--- config.mk ---
export PLATFORM = sky130hd
export DESIGN_NAME = pkt_ready_tracker
export DESIGN_NICKNAME = d
export VERILOG_FILES = /design/src/rtl/pkt_ready_pkg.sv /design/src/rtl/pr_ctrl.sv /design/src/rtl/pr_datapath.sv /design/src/rtl/pkt_ready_tracker.sv
export SDC_FILE = /design/constraint.sdc
export NUM_CORES = 1
export LEC_CHECK = 0
export ABC_AREA = 1
export BUFFER_PORTS_ARGS = -buffer_cell sky130_fd_sc_hd__buf_4
export CAP_MARGIN = 0
export CORE_AREA = 2 2 124 126
export DETAILED_ROUTE_END_ITERATION = 10
export DIE_AREA = 0 0 126 128
export PLACE_DENSITY_LB_ADDON = 0.12
export SLEW_MARGIN = 40
export SYNTH_ARGS = -nofsm -noshare
export SYNTH_HDL_FRONTEND = slang
export SYNTH_SLANG_ARGS = --single-unit
--- constraint.sdc ---
create_clock -name clk -period 2.8 [get_ports clk]
set_input_delay 0.42 -clock clk [delete_from_list [all_inputs] [get_ports clk]]
set_output_delay 0.42 -clock clk [all_outputs]
set_load 0.02 [all_outputs]
--- src/rtl/pkt_ready_pkg.sv ---
package pkt_ready_pkg;
  localparam int unsigned PR_QUEUES = 8;
  localparam int unsigned PR_QSEL_W = (PR_QUEUES > 1) ? $clog2(PR_QUEUES) : 1;

  typedef logic [PR_QUEUES-1:0] qMask_t;

  // strobes from control to datapath, one bit per queue
  typedef struct packed {
    logic   active;
    qMask_t incQ;
    qMask_t decQ;
    qMask_t clrQ;
    qMask_t openSetQ;
    qMask_t openClrQ;
    qMask_t errSetQ;
  } prStrobes_t;
endpackage

--- src/rtl/pr_ctrl.sv ---
module pr_ctrl
  import pkt_ready_pkg::*;
(
  input  logic                 wrBusWide,
  input  logic                 rdBusWide,
  input  logic                 wrEn,
  input  logic [PR_QSEL_W-1:0] wrQueue,
  input  logic                 wrStart,
  input  logic                 wrEnd,
  input  logic                 rdEn,
  input  logic [PR_QSEL_W-1:0] rdQueue,
  input  logic                 rdEnd,
  input  logic                 prstEn,
  input  logic [PR_QSEL_W-1:0] prstQueue,
  input  qMask_t               openQ,
  output prStrobes_t           strobes
);
  logic   active;
  qMask_t incQ, decQ, clrQ, openSetQ, openClrQ, errSetQ;

  assign active = wrBusWide & rdBusWide;

  for (genvar q = 0; q < PR_QUEUES; q++) begin : g_queue
    logic wrHit, rdHit, wrClose, rdClose, clrHit;
    assign wrHit   = active & wrEn & (wrQueue == PR_QSEL_W'(q));
    assign rdHit   = active & rdEn & (rdQueue == PR_QSEL_W'(q));
    assign clrHit  = prstEn & (prstQueue == PR_QSEL_W'(q));
    assign wrClose = wrHit & wrEnd;
    assign rdClose = rdHit & rdEnd;

    // simultaneous close on both sides cancels out
    assign incQ[q]     = wrClose & ~rdClose & ~clrHit;
    assign decQ[q]     = rdClose & ~wrClose & ~clrHit;
    assign clrQ[q]     = clrHit;
    assign openSetQ[q] = wrHit & wrStart & ~wrEnd & ~clrHit;
    assign openClrQ[q] = wrClose & ~clrHit;
    assign errSetQ[q]  = wrHit & wrStart & openQ[q] & ~clrHit;
  end

  assign strobes = '{active:   active,
                     incQ:     incQ,
                     decQ:     decQ,
                     clrQ:     clrQ,
                     openSetQ: openSetQ,
                     openClrQ: openClrQ,
                     errSetQ:  errSetQ};
endmodule

--- src/rtl/pr_datapath.sv ---
module pr_datapath
  import pkt_ready_pkg::*;
#(
  parameter int unsigned CNT_W = 6
) (
  input  logic                 clk,
  input  logic                 rstN,
  input  prStrobes_t           strobes,
  input  logic [PR_QSEL_W-1:0] rdQueue,
  output qMask_t               openQ,
  output qMask_t               errVec,
  output qMask_t               readyVec,
  output logic                 rdReady
);
  localparam logic [CNT_W-1:0] CNT_MAX = {CNT_W{1'b1}};

  logic [CNT_W-1:0] pktCnt [PR_QUEUES];

  for (genvar q = 0; q < PR_QUEUES; q++) begin : g_queue
    always_ff @(posedge clk or negedge rstN) begin
      if (!rstN) begin
        pktCnt[q] <= '0;
      end else if (strobes.clrQ[q]) begin
        pktCnt[q] <= '0;
      end else if (strobes.incQ[q] && pktCnt[q] != CNT_MAX) begin
        pktCnt[q] <= pktCnt[q] + 1'b1;
      end else if (strobes.decQ[q] && pktCnt[q] != '0) begin
        pktCnt[q] <= pktCnt[q] - 1'b1;
      end
    end

    always_ff @(posedge clk or negedge rstN) begin
      if (!rstN) begin
        openQ[q] <= 1'b0;
      end else if (strobes.clrQ[q] || strobes.openClrQ[q]) begin
        openQ[q] <= 1'b0;
      end else if (strobes.openSetQ[q]) begin
        openQ[q] <= 1'b1;
      end
    end

    always_ff @(posedge clk or negedge rstN) begin
      if (!rstN) begin
        errVec[q] <= 1'b0;
      end else if (strobes.errSetQ[q]) begin
        errVec[q] <= 1'b1;
      end
    end

    assign readyVec[q] = strobes.active & (pktCnt[q] != '0);
  end

  always_ff @(posedge clk or negedge rstN) begin
    if (!rstN) begin
      rdReady <= 1'b0;
    end else begin
      rdReady <= readyVec[rdQueue];
    end
  end
endmodule

--- src/rtl/pkt_ready_tracker.sv ---
module pkt_ready_tracker
  import pkt_ready_pkg::*;
#(
  parameter int unsigned CNT_W = 6
) (
  input  logic                 clk,
  input  logic                 rstN,
  input  logic                 wrBusWide,
  input  logic                 rdBusWide,
  input  logic                 wrEn,
  input  logic [PR_QSEL_W-1:0] wrQueue,
  input  logic                 wrStart,
  input  logic                 wrEnd,
  input  logic                 rdEn,
  input  logic [PR_QSEL_W-1:0] rdQueue,
  input  logic                 rdEnd,
  input  logic                 prstEn,
  input  logic [PR_QSEL_W-1:0] prstQueue,
  output logic [PR_QUEUES-1:0] readyVec,
  output logic                 rdReady,
  output logic [PR_QUEUES-1:0] errVec
);
  prStrobes_t strobes;
  qMask_t     openQ;

  pr_ctrl i_ctrl (
    .wrBusWide (wrBusWide),
    .rdBusWide (rdBusWide),
    .wrEn      (wrEn),
    .wrQueue   (wrQueue),
    .wrStart   (wrStart),
    .wrEnd     (wrEnd),
    .rdEn      (rdEn),
    .rdQueue   (rdQueue),
    .rdEnd     (rdEnd),
    .prstEn    (prstEn),
    .prstQueue (prstQueue),
    .openQ     (openQ),
    .strobes   (strobes)
  );

  pr_datapath #(.CNT_W(CNT_W)) i_datapath (
    .clk      (clk),
    .rstN     (rstN),
    .strobes  (strobes),
    .rdQueue  (rdQueue),
    .openQ    (openQ),
    .errVec   (errVec),
    .readyVec (readyVec),
    .rdReady  (rdReady)
  );
endmodule

=== Yosys cells after proc, flatten, opt, wreduce, memory -nomap -nowiden ===
Index checks and enable logic that the tools add are counted.

* Register bits after elaboration: 65
* Output and inout port bits: 17
* Logic and storage cells: 320

* Add/sub/neg operators: 16
* $lt $le $gt $ge: 1
* Eq/ne operators: 29
* Multiplexer cells: 42
* Bitwise operators: 156
* Reductions and logical operators: 51

{| class="wikitable"
|+ Operators by type and width
! kind !! number
|-
| $mux W6 || 24
|-
| $and A1 B1 Y1 || 131
|-
| $add A6 B1 Y6 const B || 8
|-
| $ne A6 B6 Y1 const B || 8
|-
| $reduce_bool A6 Y1 || 8
|-
| $sub A6 B1 Y6 const B || 8
|-
| $eq A3 B3 Y1 const B || 12
|-
| $not A1 Y1 || 25
|-
| $reduce_bool A3 Y1 || 8
|-
| $eq A3 B2 Y1 const B || 6
|-
| $mux W1 || 17
|-
| $logic_and A1 B1 Y1 || 16
|-
| $reduce_bool A2 Y1 || 8
|-
| $eq A3 B1 Y1 const B || 3
|-
| $logic_not A3 Y1 || 3
|-
| $logic_or A1 B1 Y1 || 8
|-
| $lt A3 B4 Y1 const B || 1
|-
| $bmux W1 S3 || 1
|}

=== Depth between registers and ports, before layout ===
* Depth after elaboration: 11
* Mapped depth: 17
* Depth with buffers taken out: 17

=== Modules after synthesis ===
Synthesis repeated with hierarchy kept, for this count alone.

* Cells, all modules: 836
* Area total of the unflattened synthesis: 5582.9 um2

{| class="wikitable"
|+ By module, submodules not included
! module !! times used !! cells each !! area an instance (um2)
|-
| pr_datapath || 1 || 659 || 4815.9
|-
| pr_ctrl || 1 || 177 || 767.0
|}

=== Worst setup path after synthesis ===
OpenSTA, ideal clock, no wires.

* Kind: input to register
* From: in wrEnd
* To: reg i_datapath.pktCnt[23] (netlist bit)
* Setup time: 0.065 ns
* Data arrival time: 2.116 ns
* Data required time: 2.735 ns
* Path slack: 0.619 ns
* Stages on the path: 12
* Cells stage by stage: buf_4 > inv_1 > nor3_2 > nand3_2 > ha_1 > nand4_1 > or2_2 > nand3_1 > inv_1 > nand3_1 > nand3_1 > nand2_1

* Cells in the longest elaborated chain, start to end: 6

{| class="wikitable"
|+ RTL lines
! what !! line !! source
|-
| start: declaration || pkt_ready_tracker.sv:13 || <nowiki>input logic wrEnd,</nowiki>
|-
| $and A1 B1 Y1 (*) || pr_ctrl.sv:28 || <nowiki>assign wrClose = wrHit & wrEnd;</nowiki>
|-
| $and A1 B1 Y1 or $not A1 Y1 (tied branches) || pr_ctrl.sv:32, pr_ctrl.sv:33 ||
|-
| $and A1 B1 Y1 (on tied branches) || pr_ctrl.sv:32, pr_ctrl.sv:33 ||
|-
| $logic_and A1 B1 Y1 or $and A1 B1 Y1 (tied branches) || pr_datapath.sv:25, pr_ctrl.sv:33 ||
|-
| $mux W6 or $logic_and A1 B1 Y1 (tied branches) || pr_datapath.sv:25, pr_datapath.sv:27 ||
|-
| $mux W6 or $reduce_bool A3 Y1 (tied branches) || -- ||
|-
| end signal: indexed assignment || pr_datapath.sv:26 || <nowiki>pktCnt[q] <= pktCnt[q] + 1'b1;</nowiki>
|-
| end signal: indexed assignment || pr_datapath.sv:28 || <nowiki>pktCnt[q] <= pktCnt[q] - 1'b1;</nowiki>
|-
| end: declaration || pr_datapath.sv:17 || <nowiki>logic [CNT_W-1:0] pktCnt [PR_QUEUES];</nowiki>
|}

Every way passes the cells marked *; elsewhere a longest branch is shown, timed or not.
A chain may end at the register's enable or synchronous reset.

=== Worst setup path in the final report ===
* From: in wrBusWide
* To: reg i_datapath.pktCnt[10] (netlist bit)

* Cells in the longest elaborated chain, start to end: 10

{| class="wikitable"
|+ RTL lines
! what !! line !! source
|-
| start: declaration || pkt_ready_tracker.sv:8 || <nowiki>input logic wrBusWide,</nowiki>
|-
| $and A1 B1 Y1 (*) || pr_ctrl.sv:21 || <nowiki>assign active = wrBusWide & rdBusWide;</nowiki>
|-
| $and A1 B1 Y1 (2 in series) || pr_ctrl.sv:26 || <nowiki>assign rdHit = active & rdEn & (rdQueue == PR_QSEL_W'(q));</nowiki>
|-
| $and A1 B1 Y1 || pr_ctrl.sv:29 || <nowiki>assign rdClose = rdHit & rdEnd;</nowiki>
|-
| $not A1 Y1 || pr_ctrl.sv:32 || <nowiki>assign incQ[q] = wrClose & ~rdClose & ~clrHit;</nowiki>
|-
| $and A1 B1 Y1 (2 in series) || pr_ctrl.sv:32 ||
|-
| $logic_and A1 B1 Y1 || pr_datapath.sv:25 || <nowiki>end else if (strobes.incQ[q] && pktCnt[q] != CNT_MAX) begin</nowiki>
|-
| $mux W6 || pr_datapath.sv:25 ||
|-
| $mux W6 || pr_datapath.sv:23 || <nowiki>end else if (strobes.clrQ[q]) begin</nowiki>
|}

Marked as above.

==> results.md <==
* Status: finished clean
* Vias at 4751
* CTS resizes at 0
* First-pass GRT wire length at 22400 µm
* Starting Density at 34.1%
* Crit path kind: in2reg
* Lkg Pwr at approximately 0.0031 µW
* #FFs+latches synth at 65
* I/O pin count at 36
* H-tree levels at 3
* Buf/Inv on CP at 2
* Root Buffer: clkbuf_16
* Detailed Route Iter0 Violations at 206
* Postcts setup bufs at 0
* Syn Nets at approximately 750
* Peak Freq at 433 MHz
* Placeable core area at 14900 µm²
* Worst min path class: in2async
* Count leader, synth: nand2_1
* Remaining DRCs at 0
* Synthesis Warnings at 0
* PwrDens at approximately 850 nW/µm²
* Final nets at ~800
* Routed wire per std cell at 14.1 µm
* Required @ worst endpoint at 3020 ps
* Synthesized instance count at between 600 and 700
* Total global routing track utilization at 17.2%
* Unrepaired setup endpoints after global routing: no
* Multi-input logic area at about 3000 µm²
* Top-area cell type share of the netlist area at 32.1%
* Slowest cell on the critical path: fa_1
* CP cell instances: buf_4 -> nand3_2 -> nor3_2 -> nor2_1 -> nand2_2 -> inv_1 -> fa_1 -> o31ai_1 -> xnor2_1 -> o22ai_1
* CP Capture Type: flop
* Die Height at between 100 and 150 µm
* Post-synth EDFFs at 0
* Drt pass-1 iters at 7
* Slew headroom at 56.5%
* Post-CTS Hold Fix Bufs at 0
* Synth area leaders: dfrtp_1 (32%), nand2_1 (12%), ha_1 (7.9%), inv_1 (7.4%), nand3_1 (5.3%)
* Die area at 16100 µm²
* Area grow syn2layout at 15.9%
* Synthesized area at 5070 µm²
* Clk_skew at 3.06 ps
* # diodes at 0
* Max Cap Viol at 0
* Synth area leader: dfrtp_1
* Number of core rows at 45
* Grt total ovfl at 0
* Vias/cell at approximately 5
* Reg clk slew, reported paths at 50 ps
* CTS buffer count at 9
* CP peak stage delay at 470 ps
* Largest net degree at the start of global routing at 66
* Width of the die at 126 µm
* CP max FO at 9
* Max Slew Vio Count at 0
* Ys async rst share at between 90% and 100%
* Synth Area per Inst at 7.30 µm²
* Proportion of layout cells with a drive suffix above 1 at between 15 and 20%
* Routed Antenna Nets at 0
* Total Power at approximately 5000 µW
* Synth Flop Type: dfrtp_1
* Register area at approximately 1600 µm²
* Port Buffers at 35
* Gpl congestion at 0.900
* Longest Clk Path Bufs at 2
* Antenna violations before repair at 0
* Critical Path Start Type: input port
* Worst Tran Pin Value at 652 ps
* Sequential area share after synthesis at ~32%
* Sum Neg Setup Slack at 0 ps
* Synth unique cells at 35
* CP top delay family: simple AND/OR/NAND/NOR gates
* Final Hold Viols at 0
* Vias in the first global route at 4675
* DP Wirelength at 10300 µm
* Critical path arrival at 2530 ps
* Total wire length at 13200 µm
* Most frequent cells after synthesis: nand2_1 (161), inv_1 (100), dfrtp_1 (65)
* Tmin final at 2310 ps
* Clock latency on the worst-skew pair at 340 ps
* Clk sinks at 65
* CTS tree: built
* Max VDD drop at 0.000327 V
* Fin crit share at 82.4%
* Fillers at 1554
* # setup viols final at 0
-- flip-flops by register name, summed over array words and instances, names as in the netlist --
signal / cells
i_datapath.rdReady: 1
i_datapath.errVec: 8
i_datapath.pktCnt: 48
i_datapath.openQ: 8
-- power by group --
| group | total [µW] | switching [µW] | internal (µW) |
|---|---|---|---|
| sequential | 1550 | 323 | 1230 |
| clock | 1120 | 410 | 711 |
| combinational | 2340 | 1330 | 1010 |
-- metal layers --
layer  vias up  GRT usage [%]  wire length [µm]
li1       2387              -                 -
met1      2252           22.8              6350
met2       102           28.8              6160
met3        10           2.50               473
met4         0           6.27               170
met5         -              0                 0
-- placed cells by master, fill, tap and decap left out, types with 2 or more instances in the layout --
master and count:
nor3_1 7, o31ai_1 3, inv_1 100, fa_1 8, clkinv_1 3, nor2_1 59
a31o_2 6, a21boi_1 4, clkbuf_1 3, o21bai_1 3, o22ai_1 17, clkbuf_16 9
nor3_2 6, xor2_1 18, nand3b_1 4, clkinv_2 2, nand2_1 161, a31oi_1 5
dfrtp_1 65, a21oi_2 2, or2_2 5, o21ai_0 13, a21oi_1 25, nor4_1 2
buf_4 37, xnor2_1 4, nand2_2 14, nand4_1 18, nand3_2 14, o21ai_1 22
ha_1 32, nand3_1 54, inv_2 14
-- kinds of logic (layout without fill, tap and decap cells) --
kind of cell             Yosys count  in the layout  share of synthesized area, %
AND/OR/NAND/NOR                  348            348                          32.6
buffers and inverters            118            171                          8.81
AO/OA/AOI/OAI                    101            101                          11.7
flip-flops                        65             65                          32.1
adder cells (fa/ha/maj)           40             40                          11.1
XOR/XNOR                          22             22                          3.80
-- through the flow --
stage	instance area, µm²	hold slack [ps]	std cells	worst slack [ps]	utilization (%)
floorplan	5070	124	694	619	-
global placement	5580	460	919	227	37.6
detailed placement	5590	464	919	141	37.6
CTS	5880	117	935	490	39.5
global route	5880	153	935	328	39.5
finish	5880	71.0	935	492	39.5
-- cell type report --
class | instances | area share, %
clock buffers | 13 | 4.26
clock inverters | 3 | 0.681
inverters | 117 | 7.47
multi-input cells | 511 | 51.0
flip-flops and latches | 65 | 27.7
well taps | 188 | 4.00
repair buffers | 38 | 4.92
-- worst paths after layout --
path	from	to	slack, ps	cells after the start
worst max-delay path	wrBusWide	i_datapath.pktCnt[10]	490	10
worst min-delay path	rstN	i_datapath.pktCnt[26]	70	1
worst max register to register	i_datapath.pktCnt[6]	i_datapath.pktCnt[11]	510	13
worst min register to register	i_datapath.errVec[7]	i_datapath.errVec[7]	470	1
max in group asynchronous	rstN	i_datapath.pktCnt[37]	2260	1
min in group clk	wrStart	i_datapath.errVec[4]	400	3
Power figures use the tool's default switching activity.
